**src/rtl/sprite_line_select_pkg.sv**
```systemverilog
package sprite_line_select_pkg;
  typedef enum logic {
    ST_IDLE = 1'b0,
    ST_SCAN = 1'b1
  } scan_state_e;
endpackage

```
**src/rtl/sprite_span_match.sv**
```systemverilog
module sprite_span_match #(
  parameter int YW      = 8,
  parameter int SHORT_H = 8,
  parameter int TALL_H  = 16
) (
  input  logic [YW-1:0] line_i,
  input  logic [YW-1:0] y_i,
  input  logic          tall_i,
  output logic          hit_o
);
  logic [YW-1:0] offset;
  logic [YW-1:0] height;

  // row offset within the sprite, wrapping modulo 2^YW
  assign offset = line_i - y_i - YW'(1);
  assign height = tall_i ? YW'(TALL_H) : YW'(SHORT_H);
  assign hit_o  = offset < height;
endmodule

```
**src/rtl/sprite_slot_bank.sv**
```systemverilog
module sprite_slot_bank #(
  parameter int N_SEL = 8,
  parameter int IW    = 6,
  parameter int CW    = 4
) (
  input  logic               clk,
  input  logic               rst_n,
  input  logic               clr_i,
  input  logic               wr_i,
  input  logic [CW-1:0]      wr_ptr_i,
  input  logic [IW-1:0]      wr_idx_i,
  output logic [N_SEL*IW-1:0] slots_o
);
  for (genvar s = 0; s < N_SEL; s++) begin : g_slot
    logic [IW-1:0] slot_q, slot_d;
    logic          slot_en;

    assign slot_en = clr_i | (wr_i & (wr_ptr_i == CW'(s)));

    always_comb begin
      slot_d = slot_q;
      if (clr_i) slot_d = '0;
      else if (slot_en) slot_d = wr_idx_i;
    end

    always_ff @(posedge clk or negedge rst_n) begin
      if (!rst_n) slot_q <= '0;
      else if (slot_en) slot_q <= slot_d;
    end

    assign slots_o[s*IW +: IW] = slot_q;
  end
endmodule

```
**src/rtl/sprite_scan_ctrl.sv**
```systemverilog
module sprite_scan_ctrl
  import sprite_line_select_pkg::*;
#(
  parameter int N_SPR = 64,
  parameter int N_SEL = 8,
  parameter int IW    = 6,
  parameter int CW    = 4
) (
  input  logic          clk,
  input  logic          rst_n,
  input  logic          start_i,
  input  logic          hit_i,
  input  logic          term_i,
  input  logic          ovf_clr_i,
  output logic [IW-1:0] idx_o,
  output logic [CW-1:0] cnt_o,
  output logic          busy_o,
  output logic          done_o,
  output logic          ovf_o,
  output logic          accept_o,
  output logic          store_o
);
  scan_state_e   state_q, state_d;
  logic [IW-1:0] idx_q, idx_d;
  logic [CW-1:0] cnt_q, cnt_d;
  logic          done_q, done_d;
  logic          ovf_q, ovf_d;
  logic          scanning, full, ovf_hit, last, finish;

  assign scanning = (state_q == ST_SCAN);
  assign full     = (cnt_q == CW'(N_SEL));
  assign accept_o = (state_q == ST_IDLE) & start_i;
  // the end marker is looked at before the coverage result
  assign store_o  = scanning & ~term_i & hit_i & ~full;
  assign ovf_hit  = scanning & ~term_i & hit_i & full;
  assign last     = (idx_q == IW'(N_SPR - 1));
  assign finish   = scanning & (term_i | ovf_hit | last);

  always_comb begin
    state_d = state_q;
    idx_d   = idx_q;
    cnt_d   = cnt_q;
    done_d  = done_q;
    if (accept_o) begin
      state_d = ST_SCAN;
      idx_d   = '0;
      cnt_d   = '0;
      done_d  = 1'b0;
    end else if (scanning) begin
      if (store_o) cnt_d = cnt_q + CW'(1);
      if (finish) begin
        state_d = ST_IDLE;
        done_d  = 1'b1;
      end else begin
        idx_d = idx_q + IW'(1);
      end
    end
  end

  // an overflow found in the same cycle as a clear takes precedence
  always_comb begin
    ovf_d = ovf_q;
    if (ovf_hit) ovf_d = 1'b1;
    else if (ovf_clr_i) ovf_d = 1'b0;
  end

  always_ff @(posedge clk or negedge rst_n) begin
    if (!rst_n) begin
      state_q <= ST_IDLE;
      idx_q   <= '0;
      cnt_q   <= '0;
      done_q  <= 1'b0;
      ovf_q   <= 1'b0;
    end else begin
      state_q <= state_d;
      idx_q   <= idx_d;
      cnt_q   <= cnt_d;
      done_q  <= done_d;
      ovf_q   <= ovf_d;
    end
  end

  assign idx_o  = idx_q;
  assign cnt_o  = cnt_q;
  assign busy_o = scanning;
  assign done_o = done_q;
  assign ovf_o  = ovf_q;
endmodule

```
**src/rtl/sprite_line_select.sv**
```systemverilog
module sprite_line_select #(
  parameter int N_SPR   = 64,
  parameter int N_SEL   = 8,
  parameter int YW      = 8,
  parameter int END_Y   = 208,
  parameter int SHORT_H = 8,
  parameter int TALL_H  = 16,
  localparam int IW     = $clog2(N_SPR),
  localparam int CW     = $clog2(N_SEL + 1)
) (
  input  logic                clk,
  input  logic                rst_n,
  input  logic                start_i,
  input  logic [YW-1:0]       line_i,
  input  logic                tall_i,
  input  logic                ovf_clr_i,
  output logic [IW-1:0]       ytab_addr_o,
  input  logic [YW-1:0]       ytab_y_i,
  output logic [N_SEL*IW-1:0] sel_idx_o,
  output logic [CW-1:0]       sel_cnt_o,
  output logic                busy_o,
  output logic                done_o,
  output logic                ovf_o
);
  logic          rst_meta_q, rst_sync_q;
  logic [YW-1:0] line_q;
  logic          tall_q;
  logic          hit, term, accept, store;
  logic [IW-1:0] idx;
  logic [CW-1:0] cnt;

  // asynchronous assertion, synchronous release
  always_ff @(posedge clk or negedge rst_n) begin
    if (!rst_n) begin
      rst_meta_q <= 1'b0;
      rst_sync_q <= 1'b0;
    end else begin
      rst_meta_q <= 1'b1;
      rst_sync_q <= rst_meta_q;
    end
  end

  always_ff @(posedge clk or negedge rst_sync_q) begin
    if (!rst_sync_q) begin
      line_q <= '0;
      tall_q <= 1'b0;
    end else if (accept) begin
      line_q <= line_i;
      tall_q <= tall_i;
    end
  end

  assign term = (ytab_y_i == YW'(END_Y));

  sprite_span_match #(
    .YW(YW), .SHORT_H(SHORT_H), .TALL_H(TALL_H)
  ) u_match (
    .line_i (line_q),
    .y_i    (ytab_y_i),
    .tall_i (tall_q),
    .hit_o  (hit)
  );

  sprite_scan_ctrl #(
    .N_SPR(N_SPR), .N_SEL(N_SEL), .IW(IW), .CW(CW)
  ) u_ctrl (
    .clk       (clk),
    .rst_n     (rst_sync_q),
    .start_i   (start_i),
    .hit_i     (hit),
    .term_i    (term),
    .ovf_clr_i (ovf_clr_i),
    .idx_o     (idx),
    .cnt_o     (cnt),
    .busy_o    (busy_o),
    .done_o    (done_o),
    .ovf_o     (ovf_o),
    .accept_o  (accept),
    .store_o   (store)
  );

  sprite_slot_bank #(
    .N_SEL(N_SEL), .IW(IW), .CW(CW)
  ) u_slots (
    .clk      (clk),
    .rst_n    (rst_sync_q),
    .clr_i    (accept),
    .wr_i     (store),
    .wr_ptr_i (cnt),
    .wr_idx_i (idx),
    .slots_o  (sel_idx_o)
  );

  assign ytab_addr_o = idx;
  assign sel_cnt_o   = cnt;
endmodule

```
**config.mk**
```make
export PLATFORM = sky130hd
export DESIGN_NAME = sprite_line_select
export DESIGN_NICKNAME = d
export VERILOG_FILES = /design/src/rtl/sprite_line_select_pkg.sv /design/src/rtl/sprite_span_match.sv /design/src/rtl/sprite_slot_bank.sv /design/src/rtl/sprite_scan_ctrl.sv /design/src/rtl/sprite_line_select.sv
export SDC_FILE = /design/constraint.sdc
export NUM_CORES = 1
export LEC_CHECK = 0
export ABC_AREA = 1
export BUFFER_PORTS_ARGS = -buffer_cell sky130_fd_sc_hd__buf_2
export CAP_MARGIN = 0
export CORE_UTILIZATION = 49
export DETAILED_ROUTE_END_ITERATION = 8
export GPL_TIMING_DRIVEN = 1
export PLACE_DENSITY = 0.76
export SETUP_SLACK_MARGIN = 0.1
export SYNTH_ARGS = -nofsm -noshare
export SYNTH_HDL_FRONTEND = slang
export SYNTH_HIERARCHICAL = 1
export SYNTH_SLANG_ARGS = --single-unit
```
**constraint.sdc**
```tcl
create_clock -name clk -period 2.03 [get_ports clk]
set_input_delay 0.203 -clock clk [delete_from_list [all_inputs] [get_ports clk]]
set_output_delay 0.203 -clock clk [all_outputs]
set_load 0.05 [all_outputs]
```
==> results of run 1 <==
==> registers in the layout (all words and copies together) (netlist names) <==
register               cells
line_q                     8
u_ctrl/busy_o              1
tall_q                     1
u_ctrl/ovf_o               1
rst_sync_q                 1
u_ctrl/done_o              1
rst_meta_q                 1
u_ctrl/cnt_o               4
u_slots/g_slot.slot_q     48
u_ctrl/idx_o               6
==> stage by stage <==
stage	TNS [ns]	util, %	total power, uW	hold slack (ns)
final	-39.96	67.45	6982	0.03041
after CTS	-36.23	66.41	6857	0.01914
after global placement	-30.24	61.48	5323	-0.01256
after global routing	-47.81	67.45	7395	0.01422
after detailed placement	-37.96	61.48	5416	-0.01204
after floorplan	-23.46	-	4477	-0.09259
==> cells in the mapped netlist, drive strengths merged <==
| master | number | area (um^2) |
|---|---|---|
| conb | 1 | 3.750 |
| inv | 66 | 247.7 |
| dfrtp | 72 | 1802 |
| xor2 | 3 | 26.28 |
| clkbuf | 2 | 7.510 |
| clkinv | 4 | 20.02 |
| nand3b | 1 | 7.510 |
| nand4 | 2 | 18.77 |
| buf | 6 | 45.04 |
| a31oi | 1 | 6.260 |
| nand2 | 174 | 680.7 |
| nor2 | 28 | 145.1 |
| nor3 | 1 | 5.000 |
| ha | 10 | 125.1 |
| nand3 | 69 | 365.4 |
| o21ai | 13 | 68.81 |
| xnor2 | 4 | 35.03 |
| o31ai | 1 | 7.510 |
| a21oi | 5 | 25.02 |
==> per-layer routing <==
layer / vias up / part of all wire, % / GRT usage, %
li1: 1673 / - / -
met1: 1607 / 44 / 34.10
met2: 104 / 50 / 42.24
met3: 12 / 5.2 / 4.104
met4: 0 / 1.4 / 8.944
met5: - / 0 / 0
==> kinds of logic (layout without fill, tap and decap cells) <==
kind of cell    count (synthesis)  in the layout  synth area share (%)
flops                          72             72                 49.47
other cells                     1              1                0.1030
fa+ha+maj                      10             10                 3.435
xor+xnor                        7              7                 1.683
simple gates                  275            275                 33.56
buf+inv                        78            198                 8.794
compound gates                 20             20                 2.954
==> cell type report <==
type                            instances  area [um^2]  area share (%)
Sequential cell                        72         1803           37.05
Clock inverter                          6        90.09           1.851
Timing Repair Buffer                  112        660.6           13.58
Multi-Input combinational cell        313         1760           36.18
Inverter                               70        290.3           5.966
Tap cell                               99        123.9           2.546
Clock buffer                           10        137.6           2.828
==> final timing paths <==
path / slack (ns) / cells past startpoint / to
max reg2reg: -0.80 / 19 / u_slots/g_slot[5].slot_q[4]$_DFFE_PN0P_
min: 0.03 / 2 / u_ctrl/ovf_o$_DFFE_PN0P_
max in group asynchronous: 1.44 / 1 / u_slots/g_slot[4].slot_q[3]$_DFFE_PN0P_
max: -0.80 / 19 / u_slots/g_slot[5].slot_q[4]$_DFFE_PN0P_
min in group asynchronous: 0.18 / 2 / rst_sync_q$_DFF_PN0_
min reg2reg: 0.25 / 1 / line_q[3]$_DFFE_PN0P_
==> layout by cell type, fill, tap and decap left out, types with 5 or more instances in the layout <==
cell type  count
buf_2         81
buf_4         27
clkbuf_8      10
dfrtp_1       71
ha_1           7
inv_1         62
nand2_1      147
nand2_2       20
nand2_4        7
nand3_1       55
nand3_2       11
nor2_1        18
nor2_4         6
o21ai_0        6
o21ai_1        5
==> what timing repair did <==
action / in CTS / in global routing
hold buffers: 1 / 0
resized for setup: 21 / 15
setup endpoints to repair: 61 / 61
pin swaps: 31 / 28
buffers inserted: 3 / 3
endpoints found under the hold margin: 2 / 0
==> power breakdown <==
group | switching, uW | internal (uW) | total, uW
Sequential | 290 | 1780 | 2070
Combinational | 2510 | 1110 | 3620
Clock | 562 | 732 | 1290
Total | 3360 | 3620 | 6980
==> critical path, delay by kind of cell (launching register included) <==
family | cells | cell delay, ns
buffers and inverters | 2 | 0.19
adders and majority gates | 2 | 0.50
xor gates and xnor gates | 1 | 0.13
and+or+nand+nor | 13 | 1.32
DFF | 1 | 0.42
AOI/OAI and AO/OA | 1 | 0.20
==> summary.md, run 1 <==
| Metric | Value |
|---|---|
| Period utilisation layout | `139.5%` |
| Hold Path Origin | `ovf_clr_i` |
| Fin Clk Skew | `0.008742 ns` |
| Site row count | `31` |
| Routed vias/inst | `4.979` |
| WP data required | `2.31 ns` |
| Max_slew headroom | `37.33%` |
| Share of the yosys chip area belonging to registers | `49.47%` |
| Wire length per cell | `13.68 um` |
| Fin. Hold Viols | `0` |
| Vias in the first global route | `3183` |
| Slew Viols, Final | `0` |
| Violated checks | `setup timing` |
| Post-route ant nets | `0` |
| Crit path kind | `reg2reg` |
| Final WL | `9331 um` |
| VDD IR max | `1.279 mV` |
| Placer Congestion | `0.8461` |
| H-tree Lvls | `3` |
| CP peak stage delay | `0.42 ns` |
| Max-cap violations | `0` |
| Share of cells above drive strength 1 | `33.96%` |
| Syn. warnings | `6` |
| CP Launch Type | `register` |
| Dpl cells | `659` |
| Drt pass-1 iters | `4` |
| Cell area after synthesis | `0.003642 mm^2` |
| Min cycle time layout | `2.833 ns` |
| Slowest cell on the critical path | `dfrtp_1` |
| GRT overflow | `0` |
| Worst slew pin tran | `0.9366 ns` |
| Worst Setup SP | `line_q[1]$_DFFE_PN0P_` |
| Starting density of the core | `50.49%` |
| Port Buffer Count | `81` |
| Maximum root-to-sink buffer count | `2` |
| Placed inst area | `0.004436 mm^2` |
| CTS sink count | `72` |
| Diode count | `0` |
| Worst Hold Class | `in2reg` |
| Wire length of the first global-routing pass | `15010 um` |
| Die Height | `88.22 um` |
| LEAKAGE | `0.002897 uW` |
| Slack of the critical path | `-0.8028 ns` |
| Syn nets | `494` |
| Finished Cell Area | `0.004866 mm^2` |
| Unrepaired setup endpoints after global routing | `true` |
| Core area | `0.007214 mm^2` |
| Initial antenna violation count | `0` |
| P per Cell Area | `1435 mW/mm^2` |
| GRT Total Usage | `25.49%` |
| Area Growth Syn to Fin | `33.60%` |
| CTS clk-pin slew, worst paths | `0.08 ns` |
| CP arrival | `3.11 ns` |
| DP Worst Slack | `-0.7517 ns` |
| CP cell instances | `ha_4, nand3_2, nand2_2, a31oi_4, xnor2_2, ha_1, nand2_1, nand3_1, nor2_1, nand2_1, nor2_2, nand2_2, inv_4, nand2_4, nor2_4, nand2_4, clkinv_4, nand2_2, nand2_1` |
| Post-route DRC | `0` |
| CTS buffer count | `9` |
| Critical path fanouts, max | `7` |
| I/O pin total | `82` |
| Via count | `3396` |
| Fill count | `576` |
| Final #Nets | `609` |
| Final Non-Filler Cells | `682` |
| Status | `finished, violations left` |
| Post-DP HPWL | `6273 um` |
| Die area | `0.007782 mm^2` |
| CTS root buffer | `clkbuf_8` |
| Synth Area per Inst | `7.867 um^2` |
| Post-synthesis cell count | `463` |
| Die width | `88.22 um` |
| Reg-to-Reg Start | `line_q[1]$_DFFE_PN0P_` |
| Nature of the critical path endpoint | `register` |
| Initial DRC count | `251` |
| CTS tree | `yes` |
| #FFs+latches synth | `72` |
| FMAX | `353.0 MHz` |
| Yosys cell types | `29` |
| Largest net degree at the start of global routing | `71` |
| Setup-failing EPs final | `61` |
| Clk Latency, worst-skew pair | `0.35 ns` |
No activity file was read; power rests on OpenSTA's default activity.
==> inputs of run 2 (changes only) <==
CELL_PAD_IN_SITES_DETAIL_PLACEMENT = 0   (was default)
CELL_PAD_IN_SITES_GLOBAL_PLACEMENT = 1   (was default)
CORE_UTILIZATION = 39   (was 49)
PLACE_DENSITY = default   (was 0.76)
PLACE_DENSITY_LB_ADDON = 0.1   (was default)
clock period = 3.2 ns   (was 2.03 ns; I/O delays follow)
==> run 2 against run 1 <==
Compared with the run above: the run now ends clean; count of clock-buffer cells in the layout is 1 higher; sequential share of layout area increased by 2.4 points; clock skew up 0.0047 ns; via count is 4.6% lower; flip-flop and latch count unchanged; sequential power down 35%; largest power group unchanged; non-clock buffer count shrank 16; first-iteration DRC count decreased by 46%; global-route usage decreased by 5.4 points; critical path type unchanged; combinational power decreased by 43%; largest cell class unchanged; critical endpoint is now u_slots/g_slot[7].slot_q[3]$_DFFE_PN0P_; fmax down 2.1%.
==> summary.md, run 2 (same netlist as run 1, synthesis figures left out) <==
| Metric | Value |
|---|---|
| Hold Path Origin | `ovf_clr_i (unchanged)` |
| CP arrival | `3.17 ns (was 3.11 ns)` |
| Critical path fanouts, max | `8 (was 7)` |
| DP Worst Slack | `0.2345 ns (was -0.7517 ns)` |
| VDD IR max | `0.7182 mV (was 1.279 mV)` |
| Port Buffer Count | `81 (unchanged)` |
| Site row count | `34 (was 31)` |
| Fin Clk Skew | `0.01348 ns (was 0.008742 ns)` |
| Slack of the critical path | `0.3061 ns (was -0.8028 ns)` |
| Placer Congestion | `0.7772 (was 0.8461)` |
| GRT overflow | `0 (unchanged)` |
| GRT Total Usage | `20.11% (was 25.49%)` |
| Final #Nets | `593 (was 609)` |
| Clk Latency, worst-skew pair | `0.34 ns (was 0.35 ns)` |
| FMAX | `345.6 MHz (was 353.0 MHz)` |
| Period utilisation layout | `90.44% (was 139.5%)` |
| Vias in the first global route | `3071 (was 3183)` |
| Diode count | `0 (unchanged)` |
| Nature of the critical path endpoint | `register (unchanged)` |
| Max reg flops | `48 (unchanged)` |
| Worst Setup SP | `line_q[1]$_DFFE_PN0P_ (unchanged)` |
| Largest Register | `u_slots/g_slot.slot_q (unchanged)` |
| Die width | `98.64 um (was 88.22 um)` |
| Max-cap violations | `0 (unchanged)` |
| Post-route DRC | `0 (unchanged)` |
| I/O pin total | `82 (unchanged)` |
| Fin. Hold Viols | `0 (unchanged)` |
| Die area | `0.009730 mm^2 (was 0.007782 mm^2)` |
| Most frequent cells in the layout | `nand2_1, buf_2, dfrtp_1, nand3_1, inv_1 (was nand2_1, buf_2, dfrtp_1, inv_1, nand3_1)` |
| Most common cell after layout, fill and taps aside | `nand2_1 (unchanged)` |
| Post-DP HPWL | `6389 um (was 6273 um)` |
| Slew Viols, Final | `0 (unchanged)` |
| Setup TNS | `0 ns (was -39.96 ns)` |
| CP Launch Type | `register (unchanged)` |
| Initial antenna violation count | `0 (unchanged)` |
| CTS root buffer | `clkbuf_8 (unchanged)` |
| CTS clk-pin slew, worst paths | `0.08 ns (about the same)` |
| LEAKAGE | `0.002750 uW (was 0.002897 uW)` |
| WP data required | `3.48 ns (was 2.31 ns)` |
| Via count | `3240 (was 3396)` |
| Setup-failing EPs final | `0 (was 61)` |
| Die Height | `98.64 um (was 88.22 um)` |
| Starting density of the core | `40.97% (was 50.49%)` |
| CTS sink count | `72 (unchanged)` |
| Unrepaired setup endpoints after global routing | `false (was true)` |
| Drt pass-1 iters | `4 (unchanged)` |
| Reg-to-Reg Start | `line_q[1]$_DFFE_PN0P_ (unchanged)` |
| Post-route ant nets | `0 (unchanged)` |
| Min cycle time layout | `2.894 ns (was 2.833 ns)` |
| Share of cells above drive strength 1 | `26.81% (was 33.96%)` |
| P per Cell Area | `922.3 mW/mm^2 (was 1435 mW/mm^2)` |
| H-tree Lvls | `3 (unchanged)` |
| Worst Hold Class | `in2reg (unchanged)` |
| Largest net degree at the start of global routing | `71 (unchanged)` |
| Wire length per cell | `13.68 um (about the same)` |
| CTS buffer count | `9 (unchanged)` |
| Status | `completed (was finished, violations left)` |
| Final WL | `9233 um (was 9331 um)` |
| CTS tree | `yes (unchanged)` |
| Area Growth Syn to Fin | `25.42% (was 33.60%)` |
| Routed vias/inst | `4.800 (was 4.979)` |
| Initial DRC count | `135 (was 251)` |
| Crit path kind | `reg2reg (unchanged)` |
| Maximum root-to-sink buffer count | `2 (unchanged)` |
| Wire length of the first global-routing pass | `15210 um (was 15010 um)` |
| Core area | `0.008891 mm^2 (was 0.007214 mm^2)` |
## run 2: changes by cell type in the layout (fill, tap and decap cells not counted), moves of 7 or more
cell / previous run / this run
buf_4: 27 / 13
nand2_1: 147 / 160
nand2_2: 20 / 9
nand3_1: 55 / 65
nand3_2: 11 / 4
## run 2: power by group
group | internal [uW] | switching (uW)
Sequential | 1130 | 210
Combinational | 604 | 1470
Clock | 461 | 340
Total | 2190 | 2020
## run 2: what timing repair did
item	CTS	global route
endpoints found under the setup margin	0	48
hold buffers	1	0
buffers inserted	0	4
hold endpoints to repair	2	0
resized for setup	0	18
## run 2: routing by layer
metal  track usage [%]  routed length, um  up-vias
met1             28.87               4626     1538
met2             30.23               4165       66
met4             7.118                 89        0
met5                 0                  0        -
met3             4.113                352        8
li1                  -                  -     1628
## run 2: area by class of cell
| cell class | count | area, um^2 |
|---|---|---|
| Fill cell | 909 | 4323 |
| Sequential cell | 72 | 1803 |
| Multi-Input combinational cell | 313 | 1600 |
| Timing Repair Buffer | 96 | 533.0 |
| Inverter | 70 | 274.0 |
| Clock buffer | 11 | 141.4 |
| Tap cell | 108 | 135.1 |
| Clock inverter | 5 | 81.33 |
## run 2: stage by stage
step                      total power, uW  cell area [um^2]  cells  util (%)  hold slack [ns]
after CTS                            4132              4452    671     50.07           0.1503
after detailed placement             3310              4219    654     47.45           0.1064
after global routing                 4509              4568    675     51.38           0.1621
final                                4213              4568    675     51.38           0.1638
after floorplan                      2776              3642    463         -          0.02441
after global placement               3298              4219    654     47.45           0.1045
## run 2: final timing paths
check | end | slack, ns | depth (start not counted)
setup / recovery | u_slots/g_slot[7].slot_q[3]$_DFFE_PN0P_ | 0.31 | 19
hold / removal | u_ctrl/ovf_o$_DFFE_PN0P_ | 0.16 | 2
setup reg to reg | u_slots/g_slot[7].slot_q[3]$_DFFE_PN0P_ | 0.31 | 19
hold reg to reg | u_slots/g_slot[4].slot_q[0]$_DFFE_PN0P_ | 0.28 | 1
max in group asynchronous | u_slots/g_slot[3].slot_q[0]$_DFFE_PN0P_ | 2.58 | 1
min in group asynchronous | u_slots/g_slot[4].slot_q[0]$_DFFE_PN0P_ | 0.28 | 1
## run 2: worst max-delay path: stages, from the launching register on
cell     delay, ns
dfrtp_1       0.43
ha_4          0.26
nand3_1       0.09
nand2_2       0.09
a31oi_4       0.20
xnor2_1       0.14
ha_1          0.25
nand2_1       0.07
nand3_1       0.07
nor2_2        0.13
nand2_2       0.08
nor2_4        0.15
nand2_4       0.09
inv_6         0.08
nand2_2       0.07
nor2_4        0.26
nand2_4       0.14
inv_4         0.10
nand2_1       0.05
nand2_1       0.06
